===== src/rtl/slotseq_pkg.sv =====
package slotseq_pkg;
  typedef enum logic [1:0] {
    COMP_U = 2'd0,
    COMP_V = 2'd1,
    COMP_Y = 2'd2
  } comp_t;

  localparam logic [2:0] LAST_POS_FULL = 3'd5;
  localparam logic [2:0] LAST_POS_FAST = 3'd3;

  // Component carried by slot position pos within a pixel pair.
  function automatic comp_t comp_at(input logic fast, input logic [2:0] pos);
    comp_t c;
    if (fast) begin
      case (pos)
        3'd0:    c = COMP_U;
        3'd1:    c = COMP_V;
        default: c = COMP_Y;
      endcase
    end else begin
      case (pos)
        3'd0, 3'd3: c = COMP_U;
        3'd1, 3'd4: c = COMP_V;
        default:    c = COMP_Y;
      endcase
    end
    return c;
  endfunction

  // True for a Y slot whose pixel brings a freshly filtered chroma pair.
  function automatic logic fresh_chroma(input logic fast, input logic [2:0] pos);
    return (pos == 3'd2) || (!fast && pos == 3'd5);
  endfunction
endpackage


===== src/rtl/slotseq_counter.sv =====
module slotseq_counter #(
  parameter int LINE_PAIRS = 4
) (
  input  logic       clk,
  input  logic       rst,
  input  logic       line_start,
  input  logic       stall,
  input  logic       fast_req,
  output logic       fast,
  output logic [2:0] pos,
  output logic       fire,
  output logic       line_done
);
  import slotseq_pkg::*;

  localparam int PAIR_W = (LINE_PAIRS > 1) ? $clog2(LINE_PAIRS) : 1;
  localparam logic [PAIR_W-1:0] LAST_PAIR = PAIR_W'(LINE_PAIRS - 1);

  logic              act_q;
  logic              fast_q;
  logic [2:0]        pos_q;
  logic [PAIR_W-1:0] pair_q;
  logic [2:0]        last_pos;
  logic              wrap;

  assign last_pos  = fast_q ? LAST_POS_FAST : LAST_POS_FULL;
  assign wrap      = (pos_q == last_pos);
  assign fire      = act_q & ~stall & ~line_start;
  assign line_done = fire & wrap & (pair_q == LAST_PAIR);
  assign fast      = fast_q;
  assign pos       = pos_q;

  always_ff @(posedge clk) begin
    if (rst) begin
      act_q  <= 1'b0;
      fast_q <= 1'b0;
      pos_q  <= 3'd0;
      pair_q <= '0;
    end else if (line_start) begin
      act_q  <= 1'b1;
      fast_q <= fast_req;
      pos_q  <= 3'd0;
      pair_q <= '0;
    end else if (fire) begin
      if (line_done) begin
        act_q  <= 1'b0;
        pos_q  <= 3'd0;
        pair_q <= '0;
      end else if (wrap) begin
        pos_q  <= 3'd0;
        pair_q <= pair_q + 1'b1;
      end else begin
        pos_q  <= pos_q + 3'd1;
      end
    end
  end

  assert_restart_R7: assert property (@(posedge clk) disable iff (rst)
    line_start |=> (act_q && pos_q == 3'd0 && pair_q == '0));

  assert_stall_hold_R8: assert property (@(posedge clk) disable iff (rst)
    (stall && !line_start) |=> ($stable(pos_q) && $stable(pair_q) && $stable(act_q)));

  assert_idle_hold_R9: assert property (@(posedge clk) disable iff (rst)
    (!act_q && !line_start) |=> !act_q);

  assert_mode_latch_R7: assert property (@(posedge clk) disable iff (rst)
    !line_start |=> $stable(fast_q));
endmodule


===== src/rtl/slotseq_decode.sv =====
module slotseq_decode (
  input  logic       clk,
  input  logic       rst,
  input  logic       fire,
  input  logic       fast,
  input  logic [2:0] pos,
  output logic       slot_valid,
  output logic [1:0] slot_tag,
  output logic       pix_valid,
  output logic       chroma_upd
);
  import slotseq_pkg::*;

  comp_t tag_q;
  logic  sv_q;
  logic  fresh_q;
  logic  pix_q;
  logic  upd_q;

  always_ff @(posedge clk) begin
    if (rst) begin
      sv_q    <= 1'b0;
      tag_q   <= COMP_U;
      fresh_q <= 1'b0;
      pix_q   <= 1'b0;
      upd_q   <= 1'b0;
    end else begin
      sv_q    <= fire;
      tag_q   <= fire ? comp_at(fast, pos) : COMP_U;
      fresh_q <= fire & fresh_chroma(fast, pos);
      pix_q   <= sv_q & (tag_q == COMP_Y);
      upd_q   <= sv_q & (tag_q == COMP_Y) & fresh_q;
    end
  end

  assign slot_valid = sv_q;
  assign slot_tag   = tag_q;
  assign pix_valid  = pix_q;
  assign chroma_upd = upd_q;

  assert_tag_legal_R1: assert property (@(posedge clk) disable iff (rst)
    slot_valid |-> (slot_tag != 2'd3));

  assert_pix_after_y_R5: assert property (@(posedge clk) disable iff (rst)
    (slot_valid && slot_tag == COMP_Y) |=> pix_valid);

  assert_pix_source_R5: assert property (@(posedge clk) disable iff (rst)
    (!slot_valid || slot_tag != COMP_Y) |=> !pix_valid);

  assert_upd_with_pix_R6: assert property (@(posedge clk) disable iff (rst)
    chroma_upd |-> pix_valid);
endmodule


===== src/rtl/slotseq_lines.sv =====
module slotseq_lines #(
  parameter int LINE_W = 10
) (
  input  logic              clk,
  input  logic              rst,
  input  logic              frame_start,
  input  logic              line_done,
  input  logic              in_420,
  output logic [LINE_W-1:0] luma_line,
  output logic [LINE_W-1:0] chroma_line
);
  logic [LINE_W-1:0] luma_q;
  logic [LINE_W-1:0] chroma_q;
  logic              chroma_step;

  assign chroma_step = ~in_420 | luma_q[0];

  always_ff @(posedge clk) begin
    if (rst || frame_start) begin
      luma_q   <= '0;
      chroma_q <= '0;
    end else if (line_done) begin
      luma_q <= luma_q + 1'b1;
      if (chroma_step) chroma_q <= chroma_q + 1'b1;
    end
  end

  assign luma_line   = luma_q;
  assign chroma_line = chroma_q;

  assert_luma_step_R10: assert property (@(posedge clk) disable iff (rst)
    (!frame_start && line_done) |=> (luma_q == $past(luma_q) + 1'b1));

  assert_frame_clear_R10: assert property (@(posedge clk) disable iff (rst)
    frame_start |=> (luma_q == '0 && chroma_q == '0));

  assert_chroma_reuse_R11: assert property (@(posedge clk) disable iff (rst)
    (!frame_start && line_done && in_420 && !luma_q[0]) |=> $stable(chroma_q));

  assert_chroma_follow_R11: assert property (@(posedge clk) disable iff (rst)
    (!frame_start && line_done && !in_420) |=> (chroma_q == $past(chroma_q) + 1'b1));
endmodule


===== src/rtl/chroma_slot_seq.sv =====
module chroma_slot_seq #(
  parameter int LINE_PAIRS = 4,
  parameter int LINE_W     = 10
) (
  input  logic              clk,
  input  logic              rst,
  input  logic              frame_start,
  input  logic              line_start,
  input  logic              stall,
  input  logic              fast_seq,
  input  logic              out_422,
  input  logic              in_420,
  output logic              slot_valid,
  output logic [1:0]        slot_tag,
  output logic              pix_valid,
  output logic              chroma_upd,
  output logic [LINE_W-1:0] luma_line,
  output logic [LINE_W-1:0] chroma_line
);
  logic       fast_req;
  logic       fast;
  logic [2:0] pos;
  logic       fire;
  logic       line_done;

  assign fast_req = fast_seq | out_422;

  slotseq_counter #(.LINE_PAIRS(LINE_PAIRS)) u_cnt (
    .clk(clk), .rst(rst), .line_start(line_start), .stall(stall),
    .fast_req(fast_req), .fast(fast), .pos(pos), .fire(fire),
    .line_done(line_done)
  );

  slotseq_decode u_dec (
    .clk(clk), .rst(rst), .fire(fire), .fast(fast), .pos(pos),
    .slot_valid(slot_valid), .slot_tag(slot_tag),
    .pix_valid(pix_valid), .chroma_upd(chroma_upd)
  );

  slotseq_lines #(.LINE_W(LINE_W)) u_lines (
    .clk(clk), .rst(rst), .frame_start(frame_start), .line_done(line_done),
    .in_420(in_420), .luma_line(luma_line), .chroma_line(chroma_line)
  );

  assert_force_fast_R4: assert property (@(posedge clk) disable iff (rst)
    (line_start && out_422) |=> fast);

  assert_no_slot_on_start_R7: assert property (@(posedge clk) disable iff (rst)
    line_start |=> !slot_valid);
endmodule


===== config.mk =====
export PLATFORM = sky130hd
export DESIGN_NAME = chroma_slot_seq
export DESIGN_NICKNAME = d
export VERILOG_FILES = /design/src/rtl/slotseq_pkg.sv /design/src/rtl/slotseq_counter.sv /design/src/rtl/slotseq_decode.sv /design/src/rtl/slotseq_lines.sv /design/src/rtl/chroma_slot_seq.sv
export SDC_FILE = /design/constraint.sdc
export NUM_CORES = 1
export LEC_CHECK = 0
export ABC_CLOCK_PERIOD_IN_PS = 3020
export BUFFER_PORTS_ARGS = -buffer_cell sky130_fd_sc_hd__buf_2
export CORE_ASPECT_RATIO = 1.5
export CORE_MARGIN = 3
export CORE_UTILIZATION = 57
export CTS_BUF_LIST = sky130_fd_sc_hd__clkbuf_4
export CTS_CLUSTER_DIAMETER = 150
export CTS_CLUSTER_SIZE = 8
export DETAILED_ROUTE_END_ITERATION = 8
export HOLD_SLACK_MARGIN = 0.03
export PLACE_DENSITY = 0.83
export SLEW_MARGIN = 5
export SYNTH_ARGS = -nofsm -noshare
export SYNTH_HDL_FRONTEND = slang
export SYNTH_SLANG_ARGS = --single-unit

===== constraint.sdc =====
create_clock -name clk -period 3.02 [get_ports clk]
set_input_delay 0.151 -clock clk [delete_from_list [all_inputs] [get_ports clk]]
set_output_delay 0.151 -clock clk [all_outputs]
set_load 0.02 [all_outputs]

## Word-level counts from Yosys, hierarchy flattened

Cells that the tools add are included.

| storage, ports and cells | value |
|---|---|
| bits in registers | 33 |
| output and inout port bits | 25 |
| word-level logic and storage cells | 62 |

| operators by class | value |
|---|---|
| add/subtract/negate cells | 4 |
| equality and inequality tests | 8 |
| mux-type cells | 11 |
| bitwise operators | 13 |
| reduce and logical (&&, ||, !) cells | 15 |

Operators by type and width:

| operator | number |
|---|---|
| $add 10x1->10 const B | 2 |
| $mux 3 | 3 |
| $pmux 2 s2 | 2 |
| $reduce_or 2->1 | 4 |
| $and 1x1->1 | 7 |
| $eq 3x2->1 const B | 2 |
| $eq 3x3->1 const B | 2 |
| $mux 2 | 3 |
| $reduce_and 2->1 | 3 |
| $reduce_bool 2->1 | 3 |
| $eq 2x2->1 const B | 2 |
| $not 1->1 | 4 |
| $add 3x1->3 const B | 1 |
| $eq 3x1->1 const B | 1 |
| $eq 3x3->1 | 1 |
| $logic_not 3->1 | 1 |
| $mux 1 | 3 |
| $add 2x1->2 const B | 1 |
| $logic_or 1x1->1 | 2 |
| $or 1x1->1 | 2 |
| $logic_and 1x1->1 | 1 |
| $logic_not 1->1 | 1 |

## Logic depth before layout (Yosys ltp)

| depth | value |
|---|---|
| depth in word-level cells | 8 |
| gate-level depth with buffers | 6 |
| gate-level depth less buffers | 5 |

## Cells and area by module

Synthesis repeated with hierarchy kept, for this count alone.

| unflattened totals | value |
|---|---|
| cell total of the unflattened synthesis | 161 |
| area, all modules | 1472.7 um^2 |

By module, submodules not included:

| module | instances | cells an instance | area an instance (um^2) | sequential area each (um^2) |
|---|---|---|---|---|
| slotseq_lines | 1 | 100 | 880.8 | 400.4 |
| slotseq_counter | 1 | 39 | 375.4 | 140.1 |
| slotseq_decode | 1 | 21 | 210.2 | 120.1 |
| chroma_slot_seq | 1 | 1 | 6.3 | 0.0 |

## Worst setup path after synthesis

Ideal clock, no wire load.

| path | value |
|---|---|
| path type | register to register |
| start point | reg u_cnt.pos_q[0] (netlist: u_cnt.pos[0]) |
| end point | reg u_lines.chroma_q[3] (netlist: u_lines.chroma_line[3]) |
| library setup time | 0.070 ns |
| data arrival time | 1.571 ns |
| setup slack | 1.379 ns |
| cell stages (with the launch flop) | 6 |
| clock period less this slack | 1.641 ns |
| cells stage by stage | dfxtp_1 and4bb_2 o211ai_2 buf_6 or4_1 a21oi_1 |

| on the way | value |
|---|---|
| longest elaborated chain between the ends | 4 |

Ends and longest elaborated chain:

| what | RTL line | source |
|---|---|---|
| start: declaration | slotseq_counter.sv:21 | `logic [2:0] pos_q;` |
| start signal: assignment | slotseq_counter.sv:53 | `pos_q <= pos_q + 3'd1;` |
| $eq 3x3->1 | slotseq_counter.sv:27 | `assign wrap = (pos_q == last_pos);` |
| $and 1x1->1 (2 in series) | slotseq_counter.sv:29 | `assign line_done = fire & wrap & (pair_q == LAST_PAIR);` |
| $reduce_and 2->1 (no line) | - |  |
| end signal: assignment | slotseq_lines.sv:24 | `if (chroma_step) chroma_q <= chroma_q + 1'b1;` |
| end: declaration | slotseq_lines.sv:13 | `logic [LINE_W-1:0] chroma_q;` |

Every way passes these cells.
A chain may end at the register's enable or synchronous reset.

## Worst setup path in the final report

| path | value |
|---|---|
| start point | reg u_cnt.pos_q[0] (netlist: u_cnt.pos[0]) |
| end point | reg u_lines.chroma_q[9] (netlist: u_lines.chroma_line[9]) |

The elaborated chain is that of the path after synthesis.

==> results.cfg <==
[run_status]
status = complete, no violations

[yosys]
synth_warnings = 0
synth_top_area_share_pct = 42.9
synthArstFlopShare_pct = 0
synth_top_area_cell = dfxtp_1
syn_nets = 188
ys.flop_type = dfxtp_1
yosys.cell_types.count = 35
yosysSeqAreaShare_pct = 42.9
synth-edff-count = 0
syn_avg_cell_area_sq_um = 8.90
synth.area.top_cells = dfxtp_1, ha_1, a21oi_1
synth_common_cells = dfxtp_1, nor2_1, a21oi_1
post-synth-top-count-cell = dfxtp_1
netlist_area_sq_um = 1540
synthCells = 173
ys_ff_latch = 33

[cts]
cts_tree = built
cts-root-buf = clkbuf_4
clk_pin_slew_worst_paths_ns = 0.09
clock_latency_ns = 0.33
cts_hold_buf = 0
postCtsSetupBuffers = 0
ctsResizeCount = 0
cts_buffers = 5
cts_buffer_depth = 2
clock_sinks = 33
cts_max_level = 2

[run]
max_cap_violations = 0

[placement]
dpl_cell_area_sq_um = 1720
place_ws_ns = 1.05
dp.cells = 236
port_buffers = 32
place_hpwl_mm = 2.37
gp_congestion = 0.841

[timing]
setup_violations = 0
rsz0062_at_grt = false
hold_viol = 0
clock.fmax_mhz = 486
skew_ns = 0.00692
slew_headroom_pct = 48.7
layout_min_cycle_time_ns = 2.06
tns_ns = 0
period_share_pct = 68.1
fin_ws_ns = 0.962
hold_ws_ns = 0.0806
worst_slew_pin_slew_ns = 0.768
slew_viol_final = 0

[worst_setup_path]
path_max_fanout = 21
crit_type = reg2reg
cp-start-kind = flop
worst_ep_arrival_time_ns = 2.31
endpoint_kind = flop
cp.required_ns = 3.27

[route]
firstDrtPassIters = 4
routed-via-count = 1378
routed_wl_mm = 3.09
viasPerCell = 5.65
wl_per_cell_um = 12.7
antenna_left = 0
drc = 0
first_iter_violations = 19

[floorplanning]
start_util_pct = 61.4
die_h_um = 69.6
io_pins = 33
num_rows = 22
dieArea_sq_um = 3370
fp.dieW_um = 48.4
coreArea_sq_um = 2500

[min_path]
hp-class = in2reg

[global_route]
overflow = 0
grt_usage_pct = 20.9
grt_pass1_wl_mm = 5.57
grt_max_degree = 22
grt_pass1_vias = 1332
antenna_found_initial = 0

[pwr]
switchingPower_mw = 0.162
p_leak_nw = 0.745
ir_drop_mv = 0.381
p_comb_share_pct = 3.4
p_int_mw = 0.629
p_per_area_nw_per_um2 = 441
swShare_pct = 20.5
seq_power_share_pct = 55.8
power.total_mw = 0.791
clockPowerShare_pct = 40.8

[cells_and_area]
syn_to_final_growth_pct = 16.7
nNetsFinal = 222
fin_area_sq_um = 1800
drive_above_1_share_pct = 21.6
finalCoreUtilization_pct = 71.7
final_cell_count_no_fill = 244
antenna_cells = 0
==> layout by cell type, fill, tap and decap left out, types with 6 or more instances in the layout <==
cell type and instances:
nand2_1 9, o21ai_0 10, buf_2 32, ha_1 7, nand3_1 7, clkbuf_4 6, or3_1 10, a21oi_1 16
inv_1 6, dfxtp_1 33, nor2_1 18
==> final cells by class <==
class	count	area (sq um)
fill	208	709
clock inverter	2	33.8
inverter	6	22.5
tap	36	45.0
clock buffer	6	45.0
multi-input combinational	129	828
sequential	33	661
timing repair buffer	32	160
==> state kept, by name, indices dropped and copies added, names as in the netlist <==
name	count
u_cnt.act_q	1
u_dec.chroma_upd	1
u_cnt.pos	3
u_dec.fresh_q	1
u_dec.slot_valid	1
u_cnt.pair_q	2
u_cnt.fast	1
u_dec.pix_valid	1
u_lines.luma_line	10
u_dec.slot_tag	2
u_lines.chroma_line	10
==> layer usage <==
metal	global-route usage, %	wire [um]	up-vias
li1	-	-	701
met1	20.2	1210	640
met2	39.0	1660	31
met3	6.45	149	6
met4	10.1	66	0
met5	0	0	-
==> worst paths after layout <==
path,startpoint,end,cells past startpoint,slack [ns]
min,line_start,u_cnt.pos[0]$_SDFFE_PP0P_,2,0.08
max,u_cnt.pos[0]$_SDFFE_PP0P_,u_lines.chroma_line[9]$_SDFFE_PP0P_,4,0.96
min reg2reg,u_dec.slot_tag[0]$_SDFF_PP0_,u_dec.pix_valid$_SDFF_PP0_,1,0.43
max reg2reg,u_cnt.pos[0]$_SDFFE_PP0P_,u_lines.chroma_line[9]$_SDFFE_PP0P_,4,0.96
==> logic make-up (layout without fill, tap and decap cells) <==
family	after synthesis	count (layout)	share of synthesized area, %
and+or+nand+nor	72	72	26.2
AOI/OAI and AO/OA	41	41	16.5
DFF	33	33	42.9
buffers and inverters	11	46	3.25
adders and majority gates	7	7	5.69
xor gates and xnor gates	5	5	2.85
muxes	4	4	2.60
==> critical path, stage by stage (launching register included) <==
cell and delay [ns]:
dfxtp_1 0.48, and4bb_2 0.34, o211ai_2 0.35, nor4_1 0.55
mux2i_1 0.27
==> power by group through the flow <==
stage | clock [mW] | combinational [mW] | sequential (mW)
6_report | 0.323 | 0.0269 | 0.441
5_1_grt | 0.346 | 0.0300 | 0.442
4_1_cts | 0.333 | 0.0269 | 0.442
3_5_place_dp | 0 | 0.0267 | 0.452
3_3_place_gp | 0 | 0.0265 | 0.451
2_1_floorplan | 0 | 0.0166 | 0.451
Note: power is estimated with default switching activity, not from simulation.
